### src/rtl/eep_pkg.sv
// Package for the serial EEPROM target: bus event codes, counter sizing,
// and the function that computes the preloaded image.
package eep_pkg;

    localparam int BYTE_W    = 8;
    localparam int CNT_W     = 5;
    // Counter value while the last command bit is being taken.
    localparam int CMD_LAST  = 8;
    // Counter value while the last address bit is being taken.
    localparam int ADDR_LAST = 16;

    typedef enum logic [2:0] {
        EV_NONE,   // no host write this cycle
        EV_MOVE,   // host write with no meaning to the sequence
        EV_START,  // SDA fell while SCL stayed high
        EV_STOP,   // SDA rose while SCL stayed high
        EV_RISE    // SCL rose while a transaction or acknowledge is live
    } bus_ev_e;

    // Byte held at a given index of the read-only image.
    function automatic logic [BYTE_W-1:0] image_byte(int unsigned idx,
                                                     logic [BYTE_W-1:0] seed);
        return BYTE_W'(idx * 37 + int'(seed));
    endfunction

endpackage

### src/rtl/eep_bus_decode.sv
// Classifies each host write against the previously stored line pair.
// Assumes scl_q/sda_q hold the pair stored at the previous strobe.
module eep_bus_decode
    import eep_pkg::*;
(
    input  logic    stb,
    input  logic    scl_q,
    input  logic    sda_q,
    input  logic    scl_in,
    input  logic    sda_in,
    input  logic    busy,
    output bus_ev_e ev,
    output logic    lvl_same
);

    // Priority: line condition first, then idle filtering, then clock rise.
    always_comb begin
        lvl_same = (sda_q == sda_in);
        if (!stb)
            ev = EV_NONE;
        else if (scl_q && scl_in && !lvl_same)
            ev = sda_in ? EV_STOP : EV_START;
        else if (busy && !scl_q && scl_in)
            ev = EV_RISE;
        else
            ev = EV_MOVE;
    end

endmodule

### src/rtl/eep_rom.sv
// Read-only byte image, computed from SEED at elaboration.
// Assumes DEPTH is a power of two no larger than 256.
module eep_rom
    import eep_pkg::*;
#(
    parameter int                DEPTH = 256,
    parameter logic [BYTE_W-1:0] SEED  = 8'h5A
) (
    input  logic [BYTE_W-1:0] rd_addr,
    output logic [BYTE_W-1:0] rd_data
);

    localparam int AW = $clog2(DEPTH);

    logic [BYTE_W-1:0] image [DEPTH];

    // One constant entry per address.
    for (genvar i = 0; i < DEPTH; i++) begin : g_cell
        assign image[i] = image_byte(i, SEED);
    end

    // Asynchronous lookup on the low address bits.
    assign rd_data = image[rd_addr[AW-1:0]];

endmodule

### src/rtl/eep_seq.sv
// Bit sequencer: one counter spans the command byte and the address byte.
// It schedules the acknowledges and decides when the line is driven.
// Assumes ev comes from eep_bus_decode in the same cycle.
module eep_seq
    import eep_pkg::*;
(
    input  logic              clk,
    input  logic              rst_n,
    input  bus_ev_e           ev,
    input  logic              lvl_same,
    input  logic              bit_in,
    input  logic [BYTE_W-1:0] rom_data,
    output logic [BYTE_W-1:0] rd_addr,
    output logic              drv_en,
    output logic              drv_val,
    output logic              busy,
    output logic [CNT_W-1:0]  tick,
    output logic              ack_pend
);

    logic [BYTE_W-1:0] cmd_q;
    logic [BYTE_W-1:0] addr_q;
    logic [BYTE_W-1:0] data_q;

    logic in_cmd;
    logic take_bit;

    assign busy     = (tick != '0) || ack_pend;
    assign in_cmd   = (tick <= CNT_W'(CMD_LAST));
    assign take_bit = (ev == EV_RISE) && !ack_pend && lvl_same;
    assign rd_addr  = {addr_q[BYTE_W-2:0], bit_in};

    // Line override: acknowledge low, or read data during the address phase.
    always_comb begin
        drv_en  = 1'b0;
        drv_val = 1'b0;
        if (ev == EV_RISE) begin
            if (ack_pend) begin
                drv_en  = 1'b1;
                drv_val = 1'b0;
            end else if (lvl_same && !in_cmd && cmd_q[0]) begin
                drv_en  = 1'b1;
                drv_val = data_q[BYTE_W-1];
            end
        end
    end

    // Counter, shift registers, fetch and acknowledge scheduling.
    always_ff @(posedge clk) begin
        if (!rst_n) begin
            tick     <= '0;
            cmd_q    <= '0;
            addr_q   <= '0;
            data_q   <= '0;
            ack_pend <= 1'b0;
        end else if (ev == EV_START) begin
            tick  <= CNT_W'(1);
            cmd_q <= '0;
        end else if (ev == EV_RISE && ack_pend) begin
            ack_pend <= 1'b0;
        end else if (take_bit && in_cmd) begin
            cmd_q <= {cmd_q[BYTE_W-2:0], bit_in};
            tick  <= tick + 1'b1;
            if (tick == CNT_W'(CMD_LAST))
                ack_pend <= 1'b1;
        end else if (take_bit) begin
            addr_q <= rd_addr;
            if (tick == CNT_W'(ADDR_LAST)) begin
                data_q   <= rom_data;
                ack_pend <= 1'b1;
                tick     <= '0;
            end else begin
                data_q <= {data_q[BYTE_W-2:0], 1'b0};
                tick   <= tick + 1'b1;
            end
        end
    end

endmodule

### src/rtl/eep_i2c_target.sv
// Top of the bit-banged serial EEPROM target. It holds the stored line pair
// and ties the decoder, the sequencer and the image together.
// Assumes wr_stb is high for exactly one cycle per host write.
module eep_i2c_target
    import eep_pkg::*;
#(
    parameter int                DEPTH = 256,
    parameter logic [BYTE_W-1:0] SEED  = 8'h5A
) (
    input  logic clk,
    input  logic rst_n,
    input  logic wr_stb,
    input  logic scl_in,
    input  logic sda_in,
    output logic sda_out
);

    logic              scl_q;
    logic              sda_q;
    bus_ev_e           ev;
    logic              lvl_same;
    logic              busy;
    logic              drv_en;
    logic              drv_val;
    logic [CNT_W-1:0]  tick;
    logic              ack_pend;
    logic [BYTE_W-1:0] rd_addr;
    logic [BYTE_W-1:0] rom_data;

    eep_bus_decode u_decode (
        .stb      (wr_stb),
        .scl_q    (scl_q),
        .sda_q    (sda_q),
        .scl_in   (scl_in),
        .sda_in   (sda_in),
        .busy     (busy),
        .ev       (ev),
        .lvl_same (lvl_same)
    );

    eep_seq u_seq (
        .clk      (clk),
        .rst_n    (rst_n),
        .ev       (ev),
        .lvl_same (lvl_same),
        .bit_in   (sda_in),
        .rom_data (rom_data),
        .rd_addr  (rd_addr),
        .drv_en   (drv_en),
        .drv_val  (drv_val),
        .busy     (busy),
        .tick     (tick),
        .ack_pend (ack_pend)
    );

    eep_rom #(.DEPTH(DEPTH), .SEED(SEED)) u_rom (
        .rd_addr (rd_addr),
        .rd_data (rom_data)
    );

    // Store the host pair on each write; the block's own drive wins on SDA.
    always_ff @(posedge clk) begin
        if (!rst_n) begin
            scl_q <= 1'b1;
            sda_q <= 1'b1;
        end else if (wr_stb) begin
            scl_q <= scl_in;
            sda_q <= drv_en ? drv_val : sda_in;
        end
    end

    assign sda_out = sda_q;

endmodule

### config.mk
export PLATFORM = sky130hd
export DESIGN_NAME = eep_i2c_target
export DESIGN_NICKNAME = d
export VERILOG_FILES = /design/src/rtl/eep_pkg.sv /design/src/rtl/eep_bus_decode.sv /design/src/rtl/eep_rom.sv /design/src/rtl/eep_seq.sv /design/src/rtl/eep_i2c_target.sv
export SDC_FILE = /design/constraint.sdc
export NUM_CORES = 1
export LEC_CHECK = 0
export ABC_AREA = 1
export CORE_UTILIZATION = 40
export DETAILED_ROUTE_END_ITERATION = 10
export GPL_ROUTABILITY_DRIVEN = 0
export HOLD_SLACK_MARGIN = 0.06
export PLACE_DENSITY = 0.55
export SYNTH_ARGS = -nofsm -noshare
export SYNTH_HDL_FRONTEND = slang
export SYNTH_SLANG_ARGS = --single-unit
### constraint.sdc
create_clock -name clk -period 2 [get_ports clk]
set_input_delay 0.4 -clock clk [delete_from_list [all_inputs] [get_ports clk]]
set_output_delay 0.4 -clock clk [all_outputs]
set_load 0.05 [all_outputs]
* Word-level counts from Yosys, hierarchy flattened
Memory sizes are Yosys's and may differ from the RTL's.
Cells that the tools add are included.
** Storage, ports and cells
- Word-level logic and storage cells :: 74
- Input port bits :: 5
- Memories kept :: 1
- Bits in read-only memories :: 2048
- Flip-flop bits (word level) :: 24
- Output and inout bits :: 1
** Memories
- (no name shown) :: depth 256, bits a word 8, rd ports 1, clocked after Yosys merged registers in 0, write ports 0, RTL line eep_rom.sv:23 : assign rd_data = image[rd_addr[AW-1:0]];
** Operators by class
- Multiplexer cells :: 24
- Add/subtract/negate cells :: 1
- Bitwise gates (word level) :: 5
- Magnitude comparators :: 2
- Reduce and logical (&&, ||, !) cells :: 26
- Equality and inequality tests :: 7
** Operator list (count)
- $mux 8 :: 3
- $mux 1 :: 15
- $mux 5 :: 3
- $logic_and 1x1->1 :: 10
- $ge 9x9->1 const B :: 1
- $mux 3 :: 3
- $not 8->9 :: 1
- $reduce_bool 3->1 :: 3
- $reduce_and 4->1 :: 2
- $reduce_and 2->1 :: 3
- $add 5x1->5 const B :: 1
- $eq 5x4->1 const B :: 1
- $eq 5x5->1 const B :: 1
- $le 5x4->1 const B :: 1
- $reduce_bool 5->1 :: 1
- $logic_not 1->1 :: 4
- $not 1->1 :: 4
- $eq 3x2->1 const B :: 1
- $eq 3x3->1 const B :: 1
- $ne 3x2->1 const B :: 1
- $ne 2x1->1 const B :: 1
- $reduce_bool 2->1 :: 1
- $reduce_or 2->1 :: 1
- $eq 1x1->1 :: 1
- $logic_or 1x1->1 :: 1

* Longest topological paths before layout
Gate-level depths: netlist of the first run.
- Depth after elaboration :: 14
- Gate-level depth with buffers :: 15
- Mapped depth without buffers :: 15

* By module
Synthesis of the first run repeated with hierarchy kept, for this count alone.
** Unflattened totals
- Cells, all modules :: 379
- Area, all modules :: 2265.9 µm²
** By module, submodules not included
- eep_seq :: sequential area each 440.4 µm², area an instance 1151.1 µm², cells each 158, instances 1
- eep_rom :: sequential area each 0.0 µm², area an instance 947.2 µm², cells each 191, instances 1
- eep_i2c_target :: sequential area each 40.0 µm², area an instance 95.1 µm², cells each 14, instances 1
- eep_bus_decode :: sequential area each 0.0 µm², area an instance 72.6 µm², cells each 16, instances 1

* Worst setup path before layout of the first run
OpenSTA, ideal clock, no wires.
- Path kind :: input to register
- From :: input port sda_in
- To :: register u_seq.data_q[6]
- Required time :: 1.882 ns
- Buffers on the path :: 1
- Slack :: 0.137 ns
- Stages on the path :: 12
- Setup time :: 0.118 ns
- Arrival time :: 1.745 ns
- Path through :: clkbuf_1 inv_1 ha_1 inv_1 nor2_1 inv_1 nand2_1 o21ai_0 o211ai_1 nand3_1 nand3_1 a21oi_1
** Between the ends
- Word-level cells in the longest chain between the ends :: 11
- Elaborated cells between the ends (all ways) :: 21
- Those cells by class :: eq/ne (3); mux (6); bitwise (4); reduce/logical (7); memory (1)
** Ends and longest elaborated chain
- from (decl) :: RTL line eep_i2c_target.sv:14 : input logic sda_in,
- parallel branches: the longest is 11 deep, another holds $mem_v2 256x8
- to (signal assigned) :: RTL line eep_seq.sv:69 : data_q <= rom_data;
- to (signal assigned) :: RTL line eep_seq.sv:73 : data_q <= {data_q[BYTE_W-2:0], 1'b0};
- to (decl) :: RTL line eep_seq.sv:23 : logic [BYTE_W-1:0] data_q;
Several ways; the timed one is not identified. The select of a mux whose other input is x is not followed.
A chain may end at the register's enable or synchronous reset.

* Worst setup path in the final report of the first run
- From :: register sda_q (netlist: sda_out)
- To :: output port sda_out
** RTL lines
- from (decl) :: RTL line eep_i2c_target.sv:19 : logic sda_q;
- from (signal assigned) :: RTL line eep_i2c_target.sv:68 : sda_q <= drv_en ? drv_val : sda_in;
- to (decl) :: RTL line eep_i2c_target.sv:15 : output logic sda_out
No word-level cell between the ends.

==> impl_metrics.toml, run 1 <==
[worst_setup_path]
start_kind = "flip-flop"
regToRegSetupSlack_ps = 200
crit_chain = "clkdlybuf4s50_1"
rr_startpoint = "u_seq.addr_q[0]"
slowest_delay_ps = 820
cpLargestDelayFamily = "buffers and inverters"
r2r-end = "u_seq.data_q[6]"
path_depth = 1
crit_type = "reg2out"
critPathBufInv = 1
ff2ff_path_depth = 12
critPathMaxFanout = 3
cp.arrival_ps = 1460
endpoint_kind = "output pin"
slowest_stage = "clkdlybuf4s50_1"
cp.required_ps = 1600

[status]
status = "complete, no violations"

[placed_design]
place_hpwl_um = 3580
port_buffers = 5

[clocking]
cts_sinks = 24
clock_path_buffers = 2
post-cts-setup-buffers = 0
clk_pin_slew_ps = 80
cts_tree = "done"
cts-buffers-inserted = 3
cts-root-buf = "clkbuf_8"
htreeDepth = 1
clk_latency_ps = 270

[routing]
drt_iter0_markers = 142
vias = 1904
drc_errors = 0
drt_pass1_iterations = 4
wl_um = 4530
vias_per_cell = 5.33
final_antenna_net_count = 0
wl_per_cell_um = 12.7

[cells_and_area]
synthToLayoutAreaGrowth_pct = 17.8
diodes = 0
drive_gt1_share_pct = 15.4
fillCellCount = 446
finalNetCount = 322

[logic_synthesis]
syn_nets = 299
yosysTopAreaCellShare_pct = 26.5
ys_async_sr_fraction_pct = 0
ys_top_cells_by_area = "dfxtp_1, nand2_1, nand3_1"
synth_most_common_cell = "nand2_1"
mappedNetlistArea_mm2 = 0.00181
yosysSeqAreaShare_pct = 26.5
syn_area_per_cell_um2 = 6.39
ys_seq_elements = 24
yosysWarnings = 0
synth_edf_count = 0
synth-main-ff-cell = "dfxtp_1"
ys_types = 34
synthCells = 284
synth_common_cells = "nand2_1, nand3_1, a21oi_1"
yosys.area.top_type = "dfxtp_1"

[sta]
fmax_mhz = 539
finalSetupTns_ps = 0
min_period_ps = 1860
slew_violations = 0
post-route-period-util_pct = 92.8
worst_pin_slew_ps = 494
setup_viol = 0
hold_viol = 0
slew_headroom_pct = 66.9
finalClockSkew_ps = 3.63
whs_ps = 472
rsz0062_at_grt = "no"

[hold_path]
hold_path.class = "reg2reg"
whs_path_depth = 2
min_from = "u_seq.data_q[0]"
holdPathEnd = "u_seq.data_q[0]"

[power]
internal_power_w = 0.000656
power.leakage_nw = 0.925
power.share.clock_pct = 33.0
p_sw_w = 0.000200
p_sw_share_pct = 23.4
p_seq_share_pct = 56.5
comb_power_share_pct = 10.5
peakVddDrop_mv = 0.337
power_density_mw_per_mm2 = 401

[grt]
grt_pass1_vias = 1756
grt_util_all_layers_pct = 20.6
grt.overflow.total = 0
grt_max_degree = 26
grt_pass1_wl_um = 7890
antenna_found_initial = 0

[floorplan]
die_width_um = 69.3
start_util_pct = 41.7
die_h_um = 69.3
core_area_mm2 = 0.00435
rows = 24
fp.dieArea_mm2 = 0.00481
ioPinCount = 6

[flow_run]
maxCapViolCount = 0
[routing by layer]
metal  up-vias  track usage, %  wire (um)
met2        38            34.3       2110
li1       1001               -          -
met5         -               0          0
met4         0            8.84        112
met1       856            26.2       2150
met3         9            3.49        162
[final cells by class]
class	instances	area [um^2]	share of cell area, %
multi-input cells	219	1160	54.4
repair buffers	32	280	13.1
flip-flops and latches	24	480	22.5
well taps	52	65.1	3.04
clock buffers	3	41.3	1.93
inverters	27	106	4.98
[sequential cells by signal, summed over array words and instances (netlist names)]
register        cells
u_seq.ack_pend      1
u_seq.cmd_q         1
u_seq.tick          5
u_seq.addr_q        7
u_seq.data_q        8
scl_q               1
sda_out             1
[worst max path at each step]
stage	to	slack (ps)	start
floorplan	u_seq.data_q[6]	140	sda_in
global placement	u_seq.data_q[6]	-230	sda_in
detailed placement	u_seq.data_q[6]	-240	sda_in
CTS	u_seq.data_q[6]	30	sda_in
global route	u_seq.tick[2]	10	u_seq.tick[0]
finish	sda_out	140	sda_out
[stage by stage]
stage                     total power (W)  setup slack (ps)  util (%)  std cells  instance area (um^2)
after floorplan                  0.000544               137         -        284                  1810
after global placement           0.000584              -234      47.7        354                  2080
after detailed placement         0.000583              -237      47.7        354                  2080
after CTS                        0.000866              33.2      48.6        357                  2120
after global routing             0.000900              10.7      49.1        357                  2140
final                            0.000857               144      49.1        357                  2140
[timing repair]
action,in CTS,in global routing
hold buffers,0,0
endpoints found under the setup margin,0,3
resized for setup,0,6
[power groups by stage]
stage                     clock, W  sequential (W)  combinational, W
after global placement           0        0.000496         0.0000883
after detailed placement         0        0.000496         0.0000877
after global routing      0.000314        0.000485          0.000101
after CTS                 0.000294        0.000484         0.0000881
after floorplan                  0        0.000500         0.0000442
final                     0.000282        0.000484         0.0000901
[cells in the final DEF, fill, tap and decap left out, types with 6 or more instances in the layout]
cell type  count
inv_1         21
nor2_1        13
buf_4         25
nand2_1       73
a21oi_1       27
nand3_1       41
ha_1           9
o21ai_0       18
dfxtp_1       24
o21ai_1        6
[cells by family after synthesis]
kind of cell	after synthesis	synth area share, %
buffers and inverters	41	10.3
XOR/XNOR	2	0.966
AND/OR/NAND/NOR	142	35.2
AO/OA/AOI/OAI	65	20.1
adder cells (fa/ha/maj)	10	6.90
flip-flops	24	26.5
No activity file was read; power rests on OpenSTA's default activity.
==> inputs of run 2 (changes only) <==
--- a/config.mk
+++ b/config.mk
@@ -6,7 +6,9 @@
 export NUM_CORES = 1
 export LEC_CHECK = 0
 export ABC_AREA = 1
+export CORE_MARGIN = 2
 export CORE_UTILIZATION = 40
+export CTS_BUF_LIST = sky130_fd_sc_hd__clkbuf_16
 export DETAILED_ROUTE_END_ITERATION = 10
 export GPL_ROUTABILITY_DRIVEN = 0
 export HOLD_SLACK_MARGIN = 0.06
==> run 2 against run 1 <==
Compared with the run above: power grew 16%; count of clock-buffer cells in the layout is the same; global-route usage shrank 1.0 points; worst setup slack gained 13 ps; via count shrank 0.32%.
==> impl_metrics.toml, run 2 (same netlist as run 1, synthesis figures left out) <==
[status]
status = "complete, no violations"

[floorplan]
ioPinCount = 6
core_area_mm2 = 0.00435
fp.dieArea_mm2 = 0.00509
die_width_um = 71.3
start_util_pct = 41.7
die_h_um = 71.3
rows = 24

[grt]
grt_pass1_wl_um = 8050
antenna_found_initial = 0
grt.overflow.total = 0
grt_util_all_layers_pct = 19.6
grt_pass1_vias = 1811
grt_max_degree = 26

[worst_setup_path]
slowest_delay_ps = 820
endpoint_kind = "output pin"
r2r-end = "u_seq.addr_q[2]"
regToRegSetupSlack_ps = 230
cp.arrival_ps = 1440
path_depth = 1
critPathMaxFanout = 3
start_kind = "flip-flop"
critPathBufInv = 1
cpLargestDelayFamily = "buffers and inverters"
crit_type = "reg2out"
startpoint = "sda_out"
ff2ff_path_depth = 13
crit_chain = "clkdlybuf4s50_1"
slowest_stage = "clkdlybuf4s50_1"
rr_startpoint = "u_seq.tick[0]"
cp.required_ps = 1600
crit_end = "sda_out"

[clocking]
cts_tree = "done"
cts_sinks = 24
cts-buffers-inserted = 3
clk_latency_ps = 250
clock_path_buffers = 2
cts-root-buf = "clkbuf_16"
htreeDepth = 1
clk_pin_slew_ps = 60

[routing]
drc_errors = 0
drt_pass1_iterations = 4
final_antenna_net_count = 0
wl_per_cell_um = 12.8
wl_um = 4580
drt_iter0_markers = 109
vias = 1898
vias_per_cell = 5.29

[cells_and_area]
top_register = "u_seq.data_q"
synthToLayoutAreaGrowth_pct = 19.4
drive_gt1_share_pct = 15.6
fin_area_mm2 = 0.00217
finalNetCount = 324
top_regs = "u_seq.data_q: 8 flops, u_seq.addr_q: 7 flops, u_seq.tick: 5 flops"
largest_register_ffs = 8
mostFrequentLayoutCells = "nand2_1, nand3_1, buf_4, a21oi_1, dfxtp_1"
final_common_cell = "nand2_1"
diodes = 0

[sta]
min_period_ps = 1840
setup_viol = 0
fmax_mhz = 543
finalSetupTns_ps = 0
finalClockSkew_ps = 4.02
worst_pin_slew_ps = 493
whs_ps = 466
hold_viol = 0
setup_ws_ps = 157
slew_violations = 0
post-route-period-util_pct = 92.2
slew_headroom_pct = 67.0
rsz0062_at_grt = "no"

[hold_path]
hold_path.class = "reg2reg"

[placed_design]
port_buffers = 5
place_ws_ps = -194
dpl-instance-area_mm2 = 0.00208
place_hpwl_um = 3570

[power]
power_density_mw_per_mm2 = 459
power.leakage_nw = 0.945
peakVddDrop_mv = 0.475

[flow_run]
maxCapViolCount = 0
run 2: changes by cell type in the layout (fill, tap and decap cells not counted):
cell | before | now
nor3_1 | 5 | 4
inv_2 | 4 | 3
buf_12 | 2 | 1
clkbuf_8 | 3 | 0
inv_1 | 21 | 22
buf_4 | 25 | 28
ha_1 | 9 | 10
clkbuf_16 | 0 | 3
nor3_2 | 0 | 1
ha_4 | 1 | 0
run 2: repair_timing:
action	CTS	global route
setup buffers	0	0
hold buffers	0	0
gates resized for setup	0	5
setup endpoints to repair	0	4
hold endpoints to repair	0	0
run 2: cell type report:
type                            count  area, um^2
Inverter                           27         106
Clock buffer                        3        75.1
Multi-Input combinational cell    219        1160
Sequential cell                    24         480
Timing Repair Buffer               34         283
Fill cell                         458        2190
Tap cell                           52        65.1
run 2: worst min path at each step:
stage,depth (start not counted),startpoint,endpoint
2_1_floorplan,2,u_seq.data_q[0],u_seq.data_q[0]
3_3_place_gp,2,u_seq.data_q[0],u_seq.data_q[0]
3_5_place_dp,2,u_seq.data_q[0],u_seq.data_q[0]
4_1_cts,2,u_seq.data_q[0],u_seq.data_q[0]
5_1_grt,2,u_seq.data_q[0],u_seq.data_q[0]
6_report,2,u_seq.data_q[0],u_seq.data_q[0]
run 2: where the power goes:
part	internal, W	switching [W]
clock network	0.000264	0.000158
logic	0.0000379	0.0000496
registers	0.000482	0.00000304
run 2: metal layers:
metal	share of wire, %	track usage [%]	vias to the layer above
met5	0	0	-
met4	1.9	6.29	0
met3	5.1	2.95	8
met2	46	32.4	39
met1	47	26.2	847
li1	-	-	1004
run 2: through the flow:
step / power (W) / util [%] / cells
4_1_cts: 0.00101 / 49.5 / 359
6_report: 0.000995 / 49.7 / 359
3_3_place_gp: 0.000583 / 47.7 / 356
2_1_floorplan: 0.000544 / - / 284
3_5_place_dp: 0.000583 / 47.7 / 356
5_1_grt: 0.00104 / 49.7 / 359
==> inputs of run 3 (changes only) <==
--- a/config.mk
+++ b/config.mk
@@ -11,6 +11,7 @@
 export CTS_BUF_LIST = sky130_fd_sc_hd__clkbuf_16
 export DETAILED_ROUTE_END_ITERATION = 10
 export GPL_ROUTABILITY_DRIVEN = 0
+export GPL_TIMING_DRIVEN = 0
 export HOLD_SLACK_MARGIN = 0.06
 export PLACE_DENSITY = 0.55
 export SYNTH_ARGS = -nofsm -noshare
==> run 3 against run 2 <==
Compared with the run above: die area is the same; flip-flop and latch count is the same; non-clock buffer count is 13 lower; utilization is 1.3 points lower; worst setup slack worse by 81 ps.
==> impl_metrics.toml, run 3 (same netlist as run 1, synthesis figures left out) <==
[status]
status = "complete, no violations"

[cells_and_area]
top_register = "u_seq.data_q"
largest_register_ffs = 8
final_common_cell = "nand2_1"
mostFrequentLayoutCells = "nand2_1, nand3_1, a21oi_1, dfxtp_1, inv_1"
multiInputGateArea_mm2 = 0.00118
drive_gt1_share_pct = 13.6
fillCellCount = 449
ff_latch_area_um2 = 483
finalNetCount = 311
diodes = 0
final_cells = 347
top_regs = "u_seq.data_q: 8 flops, u_seq.addr_q: 7 flops, u_seq.tick: 5 flops"
synthToLayoutAreaGrowth_pct = 16.3

[floorplan]
fp.dieArea_mm2 = 0.00509
die_width_um = 71.3
ioPinCount = 6
die_h_um = 71.3
rows = 24
start_util_pct = 41.7
core_area_mm2 = 0.00435

[worst_setup_path]
cp.required_ps = 2150
endpoint_kind = "flip-flop"
rr_startpoint = "u_seq.addr_q[0]"
crit_type = "in2reg"
regToRegSetupSlack_ps = 110
ff2ff_path_depth = 11
start_kind = "input port"
slowest_delay_ps = 290
cp.arrival_ps = 2070
crit_chain = "clkdlybuf4s15_2 -> clkbuf_8 -> clkinvlp_4 -> ha_4 -> inv_1 -> nor2_1 -> inv_1 -> nand2_1 -> o21ai_0 -> o211ai_1 -> nand3_1 -> nand3_1 -> a21oi_1"
critPathMaxFanout = 7
slowest_stage = "ha_4"
r2r-end = "u_seq.data_q[6]"

[hold_path]
hold_path.class = "in2reg"
min_from = "wr_stb"
holdPathEnd = "scl_q"
whs_path_depth = 2

[grt]
grt.overflow.total = 0
grt_util_all_layers_pct = 20.0
antenna_found_initial = 0
grt_pass1_vias = 1671
grt_max_degree = 15
grt_pass1_wl_um = 8070

[routing]
drc_errors = 0
final_antenna_net_count = 0
vias = 1871
drt_iter0_markers = 86
vias_per_cell = 5.39
wl_um = 4900
wl_per_cell_um = 14.1
drt_pass1_iterations = 4

[sta]
slew_violations = 0
hold_viol = 0
fmax_mhz = 520
min_period_ps = 1920
worst_pin_slew_ps = 499
finalClockSkew_ps = 4.21
slew_headroom_pct = 66.6
setup_viol = 0
post-route-period-util_pct = 96.2

[placed_design]
place_hpwl_um = 3600
dp.cells = 341
port_buffers = 5

[clocking]
clock_path_buffers = 2
cts-hold-fix-buffers = 0
cts_sinks = 24
clk_latency_ps = 260
cts_tree = "done"
clk_pin_slew_ps = 70
cts-buffers-inserted = 3
htreeDepth = 1
cts-root-buf = "clkbuf_16"

[power]
power_density_mw_per_mm2 = 543
peakVddDrop_mv = 0.351
power.leakage_nw = 0.881
total_power_w = 0.00115

[flow_run]
maxCapViolCount = 0
[run 3: cell count changes in the layout (fill, tap and decap cells not counted), sizes merged]
cell           before  now
buf                29   11
bufinv              0    1
clkbuf              3    8
clkdlybuf4s15       0    1
clkdlybuf4s50       4    3
clkinv              2    1
clkinvlp            0    2
inv                25   24
[run 3: where the power goes]
group	internal, W	switching, W
Combinational	0.0000324	0.0000491
Sequential	0.000482	0.00000291
Clock	0.000398	0.000181
Total	0.000912	0.000233
[run 3: routing by layer]
layer | up-vias | share of wire (%) | global-route usage [%]
met2 | 29 | 48 | 34.2
met3 | 4 | 3.2 | 2.53
li1 | 977 | - | -
met4 | 0 | 1.1 | 4.40
met5 | - | 0 | 0
met1 | 861 | 47 | 26.9
[run 3: worst max path at each step]
| stage | start | end | cells after the start |
|---|---|---|---|
| 3_5_place_dp | sda_in | u_seq.data_q[6] | 13 |
| 2_1_floorplan | sda_in | u_seq.data_q[6] | 12 |
| 6_report | sda_in | u_seq.data_q[6] | 13 |
| 4_1_cts | sda_in | u_seq.data_q[6] | 13 |
| 3_3_place_gp | sda_in | u_seq.data_q[7] | 15 |
| 5_1_grt | u_seq.tick[0] | u_seq.data_q[4] | 13 |
[run 3: repair_timing]
| item | in CTS | in global routing |
|---|---|---|
| setup buffers | 0 | 2 |
| gates resized for setup | 8 | 9 |
| pin swaps | 1 | 2 |
| endpoints found under the hold margin | 0 | 0 |
| endpoints found under the setup margin | 16 | 8 |
[run 3: layout make-up]
type | instances | area share, %
clock inverters | 1 | 1.42
flip-flops and latches | 24 | 22.9
well taps | 52 | 3.08
inverters | 27 | 5.39
repair buffers | 7 | 3.26
plain buffers | 14 | 4.33
clock buffers | 3 | 3.56
multi-input cells | 219 | 56.1
[run 3: critical path, delay by kind of cell]
family	cells	cell delay, ps
AO/OA/AOI/OAI	3	370
adder cells (fa/ha/maj)	1	290
buffers and inverters	5	660
AND/OR/NAND/NOR	4	360
[run 3: through the flow]
step / setup slack [ps] / TNS, ps / util [%] / cell area [um^2] / hold slack [ps]
6_report: 75.7 / 0 / 48.5 / 2110 / 436
5_1_grt: -7.29 / -7.29 / 48.5 / 2110 / 476
4_1_cts: 29.5 / 0 / 47.1 / 2050 / 469
3_5_place_dp: -837 / -8370 / 44.3 / 1930 / 459
3_3_place_gp: -864 / -8190 / 44.3 / 1930 / 460
2_1_floorplan: 137 / 0 / - / 1810 / 444
